[src/rtl/rtc_alarm_pkg.sv]
package rtc_alarm_pkg;
  localparam int REG_AW  = 5;
  localparam int N_ALARM = 2;

  localparam logic [REG_AW-1:0] OFS_STATUS   = 5'h00;
  localparam logic [REG_AW-1:0] OFS_IRQ_BASE = 5'h04;
  localparam logic [REG_AW-1:0] OFS_TIME     = 5'h0C;
  localparam logic [REG_AW-1:0] OFS_CMP_BASE = 5'h10;
  localparam logic [REG_AW-1:0] OFS_CORR     = 5'h18;
  localparam logic [REG_AW-1:0] OFS_CFGTEST  = 5'h1C;

  typedef struct packed {
    logic per_1hz;   // bit 2: periodic source is the 1 Hz strobe
    logic per_en;    // bit 1: periodic interrupt enable
    logic al_en;     // bit 0: alarm interrupt enable
  } irq_cfg_t;
endpackage

[src/rtl/rtc_sec_counter.sv]
module rtc_sec_counter #(
  parameter int W = 32
) (
  input  logic         clk,
  input  logic         rst,
  input  logic         run,
  input  logic         tick,
  input  logic         load,
  input  logic [W-1:0] load_val,
  output logic [W-1:0] cnt,
  output logic         stepped
);
  always_ff @(posedge clk) begin
    if (rst) begin
      cnt     <= '0;
      stepped <= 1'b0;
    end else begin
      stepped <= 1'b0;
      if (load) begin
        cnt <= load_val;
      end else if (run && tick) begin
        cnt     <= cnt + 1'b1;
        stepped <= 1'b1;
      end
    end
  end

  assert_frozen_R2: assert property (@(posedge clk) disable iff (rst)
    (!run && !load) |=> $stable(cnt));
  assert_step_R2: assert property (@(posedge clk) disable iff (rst)
    (run && tick && !load) |=> (cnt == $past(cnt) + 1'b1));
  assert_load_R3: assert property (@(posedge clk) disable iff (rst)
    load |=> (cnt == $past(load_val)));
endmodule

[src/rtl/rtc_alarm_unit.sv]
module rtc_alarm_unit
  import rtc_alarm_pkg::*;
#(
  parameter int W = 32
) (
  input  logic         clk,
  input  logic         rst,
  input  logic [W-1:0] cnt,
  input  logic         stepped,
  input  logic         cmp_we,
  input  logic         cfg_we,
  input  logic [W-1:0] wdata,
  input  logic         ack,
  input  logic         tick_1hz,
  input  logic         per_tick,
  output logic [W-1:0] cmp_q,
  output irq_cfg_t     cfg_q,
  output logic         sts_q,
  output logic         irq_q
);
  logic hit;
  logic per_pulse;

  assign hit       = stepped && (cnt == cmp_q);
  assign per_pulse = cfg_q.per_en && (cfg_q.per_1hz ? tick_1hz : per_tick);

  always_ff @(posedge clk) begin
    if (rst) begin
      cmp_q <= '0;
      cfg_q <= '0;
      sts_q <= 1'b0;
      irq_q <= 1'b0;
    end else begin
      if (cmp_we) cmp_q <= wdata;
      if (cfg_we) cfg_q <= irq_cfg_t'(wdata[2:0]);
      if (hit)      sts_q <= 1'b1;
      else if (ack) sts_q <= 1'b0;
      irq_q <= (sts_q && cfg_q.al_en) || per_pulse;
    end
  end

  assert_sticky_R4: assert property (@(posedge clk) disable iff (rst)
    (sts_q && !ack) |=> sts_q);
  assert_ack_R5: assert property (@(posedge clk) disable iff (rst)
    (ack && !hit) |=> !sts_q);
  assert_irq_on_R6: assert property (@(posedge clk) disable iff (rst)
    (sts_q && cfg_q.al_en) |=> irq_q);
  assert_irq_off_R6: assert property (@(posedge clk) disable iff (rst)
    (!sts_q && !cfg_q.per_en) |=> !irq_q);
endmodule

[src/rtl/rtc_alarm_regs.sv]
module rtc_alarm_regs
  import rtc_alarm_pkg::*;
#(
  parameter int         DATA_W    = 32,
  parameter logic [7:0] INIT_CODE = 8'hA5
) (
  input  logic                 clk,
  input  logic                 rst,
  input  logic                 tick_1hz,
  input  logic                 per_tick,
  input  logic                 wr_en,
  input  logic                 rd_en,
  input  logic [REG_AW-1:0]    addr,
  input  logic [DATA_W-1:0]    wdata,
  output logic [DATA_W-1:0]    rdata,
  output logic [N_ALARM-1:0]   irq
);
  localparam int CFG_PAD = DATA_W - 3;

  logic               aligned;
  logic               wr_ok;
  logic [DATA_W-1:0]  cnt;
  logic               stepped;
  logic [DATA_W-1:0]  cfgtest_q;
  logic [DATA_W-1:0]  corr_q;
  logic [DATA_W-1:0]  cmp_arr [N_ALARM];
  irq_cfg_t           cfg_arr [N_ALARM];
  logic [N_ALARM-1:0] sts;
  logic [DATA_W-1:0]  rd_mux;

  assign aligned = (addr[1:0] == 2'b00);
  assign wr_ok   = wr_en && aligned;

  rtc_sec_counter #(.W(DATA_W)) u_cnt (
    .clk      (clk),
    .rst      (rst),
    .run      (cfgtest_q[7:0] == 8'h00),
    .tick     (tick_1hz),
    .load     (wr_ok && addr == OFS_TIME),
    .load_val (wdata),
    .cnt      (cnt),
    .stepped  (stepped)
  );

  for (genvar g = 0; g < N_ALARM; g++) begin : g_alarm
    localparam logic [REG_AW-1:0] CMP_OFS = OFS_CMP_BASE + REG_AW'(4 * g);
    localparam logic [REG_AW-1:0] CFG_OFS = OFS_IRQ_BASE + REG_AW'(4 * g);
    rtc_alarm_unit #(.W(DATA_W)) u_alarm (
      .clk      (clk),
      .rst      (rst),
      .cnt      (cnt),
      .stepped  (stepped),
      .cmp_we   (wr_ok && addr == CMP_OFS),
      .cfg_we   (wr_ok && addr == CFG_OFS),
      .wdata    (wdata),
      .ack      (wr_ok && addr == OFS_STATUS && wdata[g]),
      .tick_1hz (tick_1hz),
      .per_tick (per_tick),
      .cmp_q    (cmp_arr[g]),
      .cfg_q    (cfg_arr[g]),
      .sts_q    (sts[g]),
      .irq_q    (irq[g])
    );
  end

  always_ff @(posedge clk) begin
    if (rst) begin
      cfgtest_q <= {{(DATA_W-8){1'b0}}, INIT_CODE};
      corr_q    <= '0;
    end else if (wr_ok) begin
      if (addr == OFS_CFGTEST) cfgtest_q <= wdata;
      if (addr == OFS_CORR)    corr_q    <= wdata;
    end
  end

  always_comb begin
    rd_mux = '0;
    if (aligned) begin
      unique case (addr)
        OFS_STATUS:  rd_mux = {{(DATA_W-N_ALARM){1'b0}}, sts};
        OFS_TIME:    rd_mux = cnt;
        OFS_CORR:    rd_mux = corr_q;
        OFS_CFGTEST: rd_mux = cfgtest_q;
        default:     rd_mux = '0;
      endcase
      for (int i = 0; i < N_ALARM; i++) begin
        if (addr == OFS_CMP_BASE + REG_AW'(4 * i)) rd_mux = cmp_arr[i];
        if (addr == OFS_IRQ_BASE + REG_AW'(4 * i))
          rd_mux = {{CFG_PAD{1'b0}}, cfg_arr[i]};
      end
    end
  end

  always_ff @(posedge clk) begin
    if (rst)        rdata <= '0;
    else if (rd_en) rdata <= rd_mux;
  end

  assert_unaligned_R8: assert property (@(posedge clk) disable iff (rst)
    (rd_en && !aligned) |=> (rdata == '0));
  assert_cfg_upper_R10: assert property (@(posedge clk) disable iff (rst)
    (rd_en && addr == OFS_IRQ_BASE) |=> (rdata[DATA_W-1:3] == '0));
  assert_rd_hold_R9: assert property (@(posedge clk) disable iff (rst)
    !rd_en |=> $stable(rdata));
endmodule

[config.mk]
export PLATFORM = sky130hd
export DESIGN_NAME = rtc_alarm_regs
export DESIGN_NICKNAME = d
export VERILOG_FILES = /design/src/rtl/rtc_alarm_pkg.sv /design/src/rtl/rtc_sec_counter.sv /design/src/rtl/rtc_alarm_unit.sv /design/src/rtl/rtc_alarm_regs.sv
export SDC_FILE = /design/constraint.sdc
export NUM_CORES = 1
export LEC_CHECK = 0
export ABC_AREA = 1
export BUFFER_PORTS_ARGS = -buffer_cell sky130_fd_sc_hd__buf_2
export CAP_MARGIN = 20
export CORE_AREA = 2 2 136 151
export CTS_BUF_LIST = sky130_fd_sc_hd__clkbuf_16
export DETAILED_ROUTE_END_ITERATION = 8
export DIE_AREA = 0 0 138 153
export GPL_TIMING_DRIVEN = 0
export PLACE_DENSITY = 0.76
export SETUP_SLACK_MARGIN = 0.2
export SLEW_MARGIN = 25
export SYNTH_ARGS = -nofsm -noshare
export SYNTH_HDL_FRONTEND = slang
export SYNTH_HIERARCHICAL = 1
export SYNTH_SLANG_ARGS = --single-unit
export TNS_END_PERCENT = 100
[constraint.sdc]
create_clock -name clk -period 2.1 [get_ports clk]
set_clock_uncertainty 0.1 [all_clocks]
set_input_delay 0.315 -clock clk [delete_from_list [all_inputs] [get_ports clk]]
set_output_delay 0.315 -clock clk [all_outputs]
set_load 0.02 [all_outputs]
==> summary.md, run 1 <==
The netlist uses 38 different library cells. The tightest hold path in the finished design has a slack of 0.0106 ns. The share of the clock period used by the worst path came out at 0.950. Via count of the first global-routing pass: 10638.

The run finished with clean final reports. The number of port buffers was 74; the portion of the post-synthesis area used by sequential elements was 0.384. Start-to-end type of the worst setup path: reg -> reg. The worst hold-check path type was in -> reg. Setup violations remaining at the end of the flow were counted as 0. The tools report the all-layer global routing usage as 0.343. The count of nets after finishing is 1795. The floorplan step set the die width to 138 µm. The delay of the slowest cell on the worst path is 0.54 ns. The number of antenna repair diodes was 0; the number of hold violations in the final report was 0.

For this run, design rule violations remaining after detail routing come to 0. The cell with the most instances after synthesis is sky130_fd_sc_hd__nand2_1. The number of detailed-route iterations in the first pass came out at 5. At the end of routability-driven placement, the weighted congestion stood at 0.984. The synthesized design spends more area on one cell type than any other, namely sky130_fd_sc_hd__dfxtp_1. The detailed router finished its first iteration with 1429 violations.

The CTS clock-pin slew for the worst setup and hold paths is 0.06 ns. The logs give 0 for the initial antenna violation count and 57800 µm for the wire length of the first global-routing pass. The final route contains 11632 vias. The cell area that synthesis handed to floorplanning was 10600 µm².

The total core area came out at 19600 µm². Among all stages on the critical path, the largest delay is contributed by sky130_fd_sc_hd__or4_4. Once detail routing completed, the nets flagged for antenna violations numbered 0. TritonCTS built the clock tree.

Along the worst path, the maximum fanout reaches 5. For the worst setup slack after layout, the log shows 0.106 ns. The element type at the critical path end was a flip-flop. The run gives 0.52 ns as the insertion delay of the later-clocked pin in the worst-skew pair.

The share of synthesized registers carrying an async set or reset is 0, and the average instance area after synthesis is 6.45 µm². Setup repair after global routing could not meet its margin everywhere. The estimated wirelength of the detail-placed design is 26800 µm, and the sum of negative setup slack is 0 ns. For the headroom to the max-slew limit, the log shows 0.498. In the final routed layout, each cell accounts on average for 18.7 µm. The number of standard cells after synthesis came out at 1639. The floorplan has 54 rows. During synthesis, Yosys emitted a total of 6 warnings. The run gives 0.697 mV as the peak supply drop. Entering global routing, the biggest net connects 14 pins. The worst setup path is launched from a flip-flop. The maximum clock frequency came out at 501 MHz. Sorting the synthesized cells by area gives the leading types as sky130_fd_sc_hd__dfxtp_1 (38%), sky130_fd_sc_hd__nand2_1 (19%), sky130_fd_sc_hd__a21oi_1 (6.4%). STA puts the critical path data arrival time at 2.33 ns. The die is 153 µm tall. Relative to the synthesized area, the layout overhead comes to 16.7%. The number of pins exceeding their max-slew limit in the final report is 0, and the share of post-route cells with drive strength above 1 is 0.136. For this design the top-level I/O count stands at 77. Walking the worst path, the cells encountered are or4_4, nor3_4, nand2_4, nor2_4, nand2_2, inv_4, buf_6, nand2_1, o21ai_1. Among all flip-flop cells after synthesis, the most frequent one is sky130_fd_sc_hd__dfxtp_1. The tree is rooted in a sky130_fd_sc_hd__clkbuf_16.

When the netlist entered floorplanning its net count stood at 1683. The number of clock buffers added by TritonCTS is 23. The logs give 203 for the total clock sinks and 0 for the reported max-cap violation count.

Sorting the synthesized cells by how often they occur yields sky130_fd_sc_hd__nand2_1 (549), sky130_fd_sc_hd__dfxtp_1 (203), sky130_fd_sc_hd__nor2_1 (166), sky130_fd_sc_hd__inv_1 (160), sky130_fd_sc_hd__a21oi_1 (136). The die outline area came out at 21100 µm². Yosys mapped a number of flops with a built-in enable equal to 0. The power per cell area is 666 nW/µm², and the minimum clock period after layout is 1.99 ns.

The longest clock path from root to sink contains 3 buffers. The critical path contains buffers and inverters numbering 2 combined. For the pin with the worst max-slew slack, the measured transition is 0.754 ns. The cell leakage power was 4.97 nW.

The top cell type's share of synthesized area was 0.384; the routed wire length was 37700 µm. The design draws 8.21 mW. The final core utilization is 0.629. The synthesis-stage register bit count is 203, and the detail-routed via count per cell is 5.76. The critical path required time is 2.44 ns, and the maximum level of the CTS H-tree is 1. The post-placement worst setup slack is -0.260 ns. Grouping stages by cell kind, the critical path spends the most delay in simple AND/OR/NAND/NOR gates. The global-route congestion overflow total is 0, and the effective utilization at floorplan is 0.540.
where the power goes:
part / switching (mW) / internal [mW] / leakage, nW
logic: 0.327 / 0.107 / 2.96
clock network: 1.64 / 2.23 / 0.365
registers: 0.0261 / 3.87 / 1.64
total: 2.00 / 6.22 / 4.97
timing repair:
item                                    CTS  global route
gates resized for setup                  30            38
gates cloned                              2             1
hold buffers                              2             0
buffers inserted                          7             1
pin swaps                                 7            14
endpoints found under the setup margin   32            56
endpoints found under the hold margin     7             0
per-layer routing:
| layer | vias to the layer above | GRT usage | share of wire |
|---|---|---|---|
| met5 | - | 0 | 0 |
| met4 | 0 | 0.134 | 0.043 |
| met1 | 5334 | 0.461 | 0.39 |
| met3 | 124 | 0.0501 | 0.12 |
| li1 | 5465 | - | - |
| met2 | 709 | 0.559 | 0.44 |
flip-flops by register name, summed over array words and instances, names as in the netlist:
signal	flops
cfgtest_q	32
corr_q	32
g_alarm.u_alarm/cfg_q	6
g_alarm.u_alarm/cmp_q	64
g_alarm.u_alarm/irq_q	2
g_alarm.u_alarm/sts_q	2
rdata	32
u_cnt/cnt	32
u_cnt/stepped	1
metrics by stage:
stage | cell area, µm² | instances
2_1_floorplan | 10600 | 1639
3_3_place_gp | 11300 | 1965
3_5_place_dp | 11300 | 1965
4_1_cts | 12200 | 2018
5_1_grt | 12300 | 2020
6_report | 12300 | 2020
path summary, 6_finish.rpt:
path                            depth (start not counted)  slack, ns    startpoint            end
worst max-delay path                                    9       0.11  cfgtest_q[1]  u_cnt/cnt[14]
worst min-delay path                                    3       0.01     wdata[22]  cfgtest_q[22]
worst max register to register                          9       0.11  cfgtest_q[1]  u_cnt/cnt[14]
worst min register to register                          2       0.36    corr_q[27]     corr_q[27]
worst reg2reg max path, delay by kind of cell (launching register included):
family,cells,cell delay [ns]
AOI/OAI and AO/OA,1,0.12
buffers and inverters,2,0.24
DFF,1,0.32
and+or+nand+nor,6,1.14
final cells by class:
type,instances,area [µm²]
multi-input combinational,1187,5590
tap,252,315
inverter,171,657
fill,1860,7260
clock buffer,23,576
buffer,78,445
clock inverter,19,140
sequential,203,4070
timing repair buffer,87,537
logic make-up (layout without fill, tap and decap cells):
group                    after synthesis  count (layout)  synth area share
AND/OR/NAND/NOR                      849             849             0.330
flip-flops                           203             203             0.384
buffers and inverters                249             378            0.0995
AO/OA/AOI/OAI                        315             315             0.167
adder cells (fa/ha/maj)                1               1           0.00118
XOR/XNOR                              22              22            0.0182
cell usage in the layout (no fill, tap or decap), types with 4 or more instances in the layout:
cell type | netlist | routed
sky130_fd_sc_hd__nand2_1 | 549 | 536
sky130_fd_sc_hd__dfxtp_1 | 203 | 199
sky130_fd_sc_hd__nor2_1 | 166 | 166
sky130_fd_sc_hd__inv_1 | 160 | 161
sky130_fd_sc_hd__a21oi_1 | 136 | 131
sky130_fd_sc_hd__buf_2 | 23 | 96
sky130_fd_sc_hd__o21ai_0 | 88 | 82
sky130_fd_sc_hd__nand3_1 | 83 | 78
sky130_fd_sc_hd__a211oi_1 | 48 | 48
sky130_fd_sc_hd__clkbuf_1 | 29 | 27
sky130_fd_sc_hd__clkbuf_16 | 0 | 24
sky130_fd_sc_hd__buf_4 | 16 | 17
sky130_fd_sc_hd__o21ai_1 | 11 | 14
sky130_fd_sc_hd__nand4_1 | 13 | 13
sky130_fd_sc_hd__nand2_2 | 4 | 13
sky130_fd_sc_hd__xor2_1 | 12 | 12
sky130_fd_sc_hd__nor2_4 | 10 | 11
sky130_fd_sc_hd__buf_6 | 3 | 10
sky130_fd_sc_hd__xnor2_1 | 10 | 10
sky130_fd_sc_hd__inv_2 | 9 | 9
sky130_fd_sc_hd__nand3_2 | 5 | 9
sky130_fd_sc_hd__a31oi_1 | 9 | 9
sky130_fd_sc_hd__o22ai_1 | 7 | 7
sky130_fd_sc_hd__nor2_2 | 8 | 7
sky130_fd_sc_hd__a21oi_2 | 2 | 7
sky130_fd_sc_hd__o211ai_1 | 6 | 6
sky130_fd_sc_hd__buf_1 | 6 | 6
sky130_fd_sc_hd__clkinv_1 | 0 | 6
sky130_fd_sc_hd__clkinv_2 | 0 | 6
sky130_fd_sc_hd__nand2_4 | 1 | 5
sky130_fd_sc_hd__nor3_1 | 5 | 4
sky130_fd_sc_hd__buf_8 | 0 | 4
No activity file was read; power rests on OpenSTA's default activity.
==> run 2, diff against run 1 <==
Settings changed: CORE_AREA 2 2 136 151 to 2 2 130 145, DIE_AREA 0 0 138 153 to 0 0 132 147, MAX_ROUTING_LAYER set to met4, PLACE_DENSITY 0.76 to 0.78.
Clock period 2.1 ns to 2.4 ns, I/O delays scaled along.
==> run 2 against run 1 <==
- critical path depth grew 2
- count of clock-buffer cells in the layout is the same
- largest cell class unchanged
- critical path type unchanged
- setup slack gained 0.15 ns
- highest routed layer unchanged
==> summary.md, run 2 (same netlist as run 1, synthesis figures left out) <==
The library cell used most frequently in the layout, excluding fill and tap cells, is sky130_fd_sc_hd__nand2_1. For this run, design rule violations remaining after detail routing come to 0. In the routed layout, each cell is associated on average with a via count of 5.78.

The headroom to the max-slew limit came out at 0.436. For the post-placement worst setup slack, the log shows -0.0125 ns. Along the worst path, the maximum fanout reaches 10. Routability-driven placement finished with a final weighted congestion of 1.03. The tools report the initial antenna violation count as 0.

The depth of the worst hold-timing path came out at 2. The tools report the origin of the worst min-delay path as rst. For the number of vias in the routed layout, the log shows 11548. On the worst path, the slowest cell contributes a delay of 0.56 ns. TritonCTS built the clock tree. For this run, the post-layout net count is 1784. Entering global routing, the biggest net connects 13 pins.

After layout, the minimum clock period comes to 2.14 ns. Buffers placed on the I/O ports in this run total 74. The total core area is 18000 µm², and the area added between synthesis and finish is 13.0%.

Counting flops per register, the top entry is g_alarm.u_alarm/cmp_q. The first global-routing pass estimated 55600 µm of wire. Kind of start point of the critical path: a flip-flop. For the final routed database, the setup TNS stands at 0 ns. The cell with the largest stage delay on the worst path is sky130_fd_sc_hd__or4_4. For this run, the detailed router's first-pass iteration total came to 5.

Data arrives at the worst endpoint at 2.45 ns. The maximum level of the CTS H-tree is 1, and the all-layer global routing usage is 0.376. The tools report the number of pins exceeding their max-slew limit in the final report as 0. At the pin with the least slew margin, the transition time is 0.847 ns. In the final layout, flip-flops and latches occupy 4060 µm².

The critical path is of the reg -> reg type. The effective utilization at floorplan was 0.587. For the via count of the first global-routing pass, the log shows 10351. The worst setup path is captured at a flip-flop. In the final routed layout, each cell accounts on average for 18.3 µm. Setup violations remaining at the end of the flow were counted as 0.

The worst hold-check path type was in -> reg. Setup slack on the critical path of the routed design comes to 0.256 ns. Summing all placed instances gives a cell area of 11200 µm².

Setup repair after global routing could not meet its margin everywhere. Leaving out fill and tap cells, the most frequent cells in the layout are sky130_fd_sc_hd__nand2_1 (547), sky130_fd_sc_hd__dfxtp_1 (203), sky130_fd_sc_hd__nor2_1 (166), sky130_fd_sc_hd__inv_1 (166), sky130_fd_sc_hd__a21oi_1 (136). The final layout contains routed wiring with a total length of 36500 µm. The share of the clock period used by the worst path was 0.894. The flow ran to the end, and the final reports show no timing, DRC or antenna violations. The power per cell area works out to 576 nW/µm².

The finished cells cover 11900 µm². Across the run, the number of max-cap violations was 0. The die outline area was 19400 µm².

The tree is rooted in a sky130_fd_sc_hd__clkbuf_16. The clock reaches the later pin of the worst-skew pair after 0.52 ns. The tools report the number of buffers created by CTS as 22. In this run the core area contains 52 standard-cell rows.

In this run, the number of DRC markers left after iteration 0 of detailed routing was 1346. Total clock sinks: 203. CTS clock-pin slew for the worst setup and hold paths: 0.06 ns. The horizontal die dimension was 132 µm; the die outline height was 147 µm. The critical path starts at cfgtest_q[0].

Walking the worst path, the cells encountered are or4_4, nor3_4, nand2_4, nand2_2, buf_6, inv_2, buf_6, nand2_1, nand2_1, nand2_1, o21ai_1. The worst hold path terminates at u_cnt/cnt[6]. The final core utilization is 0.663, and the number of hold violations in the final report is 0. The cell leakage power came out at 4.83 nW. Fill cells in the final layout number 1709. Across the VDD grid, the largest voltage drop is 0.425 mV. In this run the critical register-to-register path is captured at u_cnt/cnt[27]. After global routing the overflow that remains totals 0. The run gives 0 as the number of antenna-violating nets in the routed design. Share of post-route cells with drive strength above 1: 0.112. Dominant cell type by count on the critical path: sky130_fd_sc_hd__nand2_1. The number of antenna repair diodes was 0. For the post-cts hold buffer count, the log shows 0. The run gives 77 as the number of top-level pins. The logs give 466 MHz for the maximum clock frequency and 0.26 ns for the register-to-register setup slack.

The flip-flop count of the largest register after layout was 64; the estimated wirelength of the detail-placed design was 26300 µm. The footprint of the multi-input gates came out at 5480 µm². In this run the critical register-to-register path is launched from cfgtest_q[0]. For the worst setup path, the data required time is 2.70 ns. The maximum root-to-sink buffer count came out at 3.

The depth of the worst register-to-register path came out at 11.
-- run 2: cell count changes in the layout (fill, tap and decap cells not counted), sizes merged --
cell	change
inv	+4
bufinv	-2
clkinvlp	-1
buf	-8
dlygate4sd3	-2
clkinv	-5
-- run 2: critical path: cells and delay by family, from the launching register on --
kind	cells	cell delay, ns
DFF	1	0.33
AOI/OAI and AO/OA	1	0.07
and+or+nand+nor	7	1.17
buffers and inverters	3	0.35
-- run 2: timing repair --
item / in CTS / in global routing
setup endpoints to repair: 16 / 26
pin swaps: 1 / 2
buffers inserted: 3 / 0
cloned: 0 / 0
endpoints found under the hold margin: 0 / 0
gates resized for setup: 3 / 14
-- run 2: final cells by class --
cell class | instances | share of cell area
Tap cell | 243 | 0.0255
Buffer | 78 | 0.0354
Multi-Input combinational cell | 1187 | 0.459
Timing Repair Buffer | 77 | 0.0329
Clock inverter | 15 | 0.00503
Sequential cell | 203 | 0.340
Inverter | 171 | 0.0541
Clock buffer | 23 | 0.0482
-- run 2: metal layers --
metal,part of all wire,global-route usage
met1,0.39,0.468
met2,0.46,0.605
met3,0.11,0.0531
met4,0.046,0.173
met5,0,-
-- run 2: stage by stage --
stage | power, mW | hold slack, ns | cells
floorplan | 3.65 | 0.325 | 1639
global placement | 3.84 | 0.334 | 1956
detailed placement | 3.84 | 0.338 | 1956
CTS | 6.85 | 0.0321 | 1997
global route | 7.02 | 0.0582 | 1997
finish | 6.88 | 0.0421 | 1997
-- run 2: worst max-delay path by stage --
stage                                   end  slack, ns
5_1_grt                       u_cnt/cnt[27]       0.16
6_report                      u_cnt/cnt[27]       0.26
4_1_cts                       u_cnt/cnt[27]       0.20
2_1_floorplan                 u_cnt/cnt[13]       0.45
3_5_place_dp   g_alarm[1].u_alarm/cmp_q[18]      -0.01
3_3_place_gp   g_alarm[1].u_alarm/cmp_q[18]      -0.02
-- run 2: power by group --
group	switching [mW]	total, mW	internal, mW
clock network	1.39	3.10	1.71
logic	0.284	0.372	0.0882
registers	0.0227	3.41	3.39
total	1.69	6.88	5.19
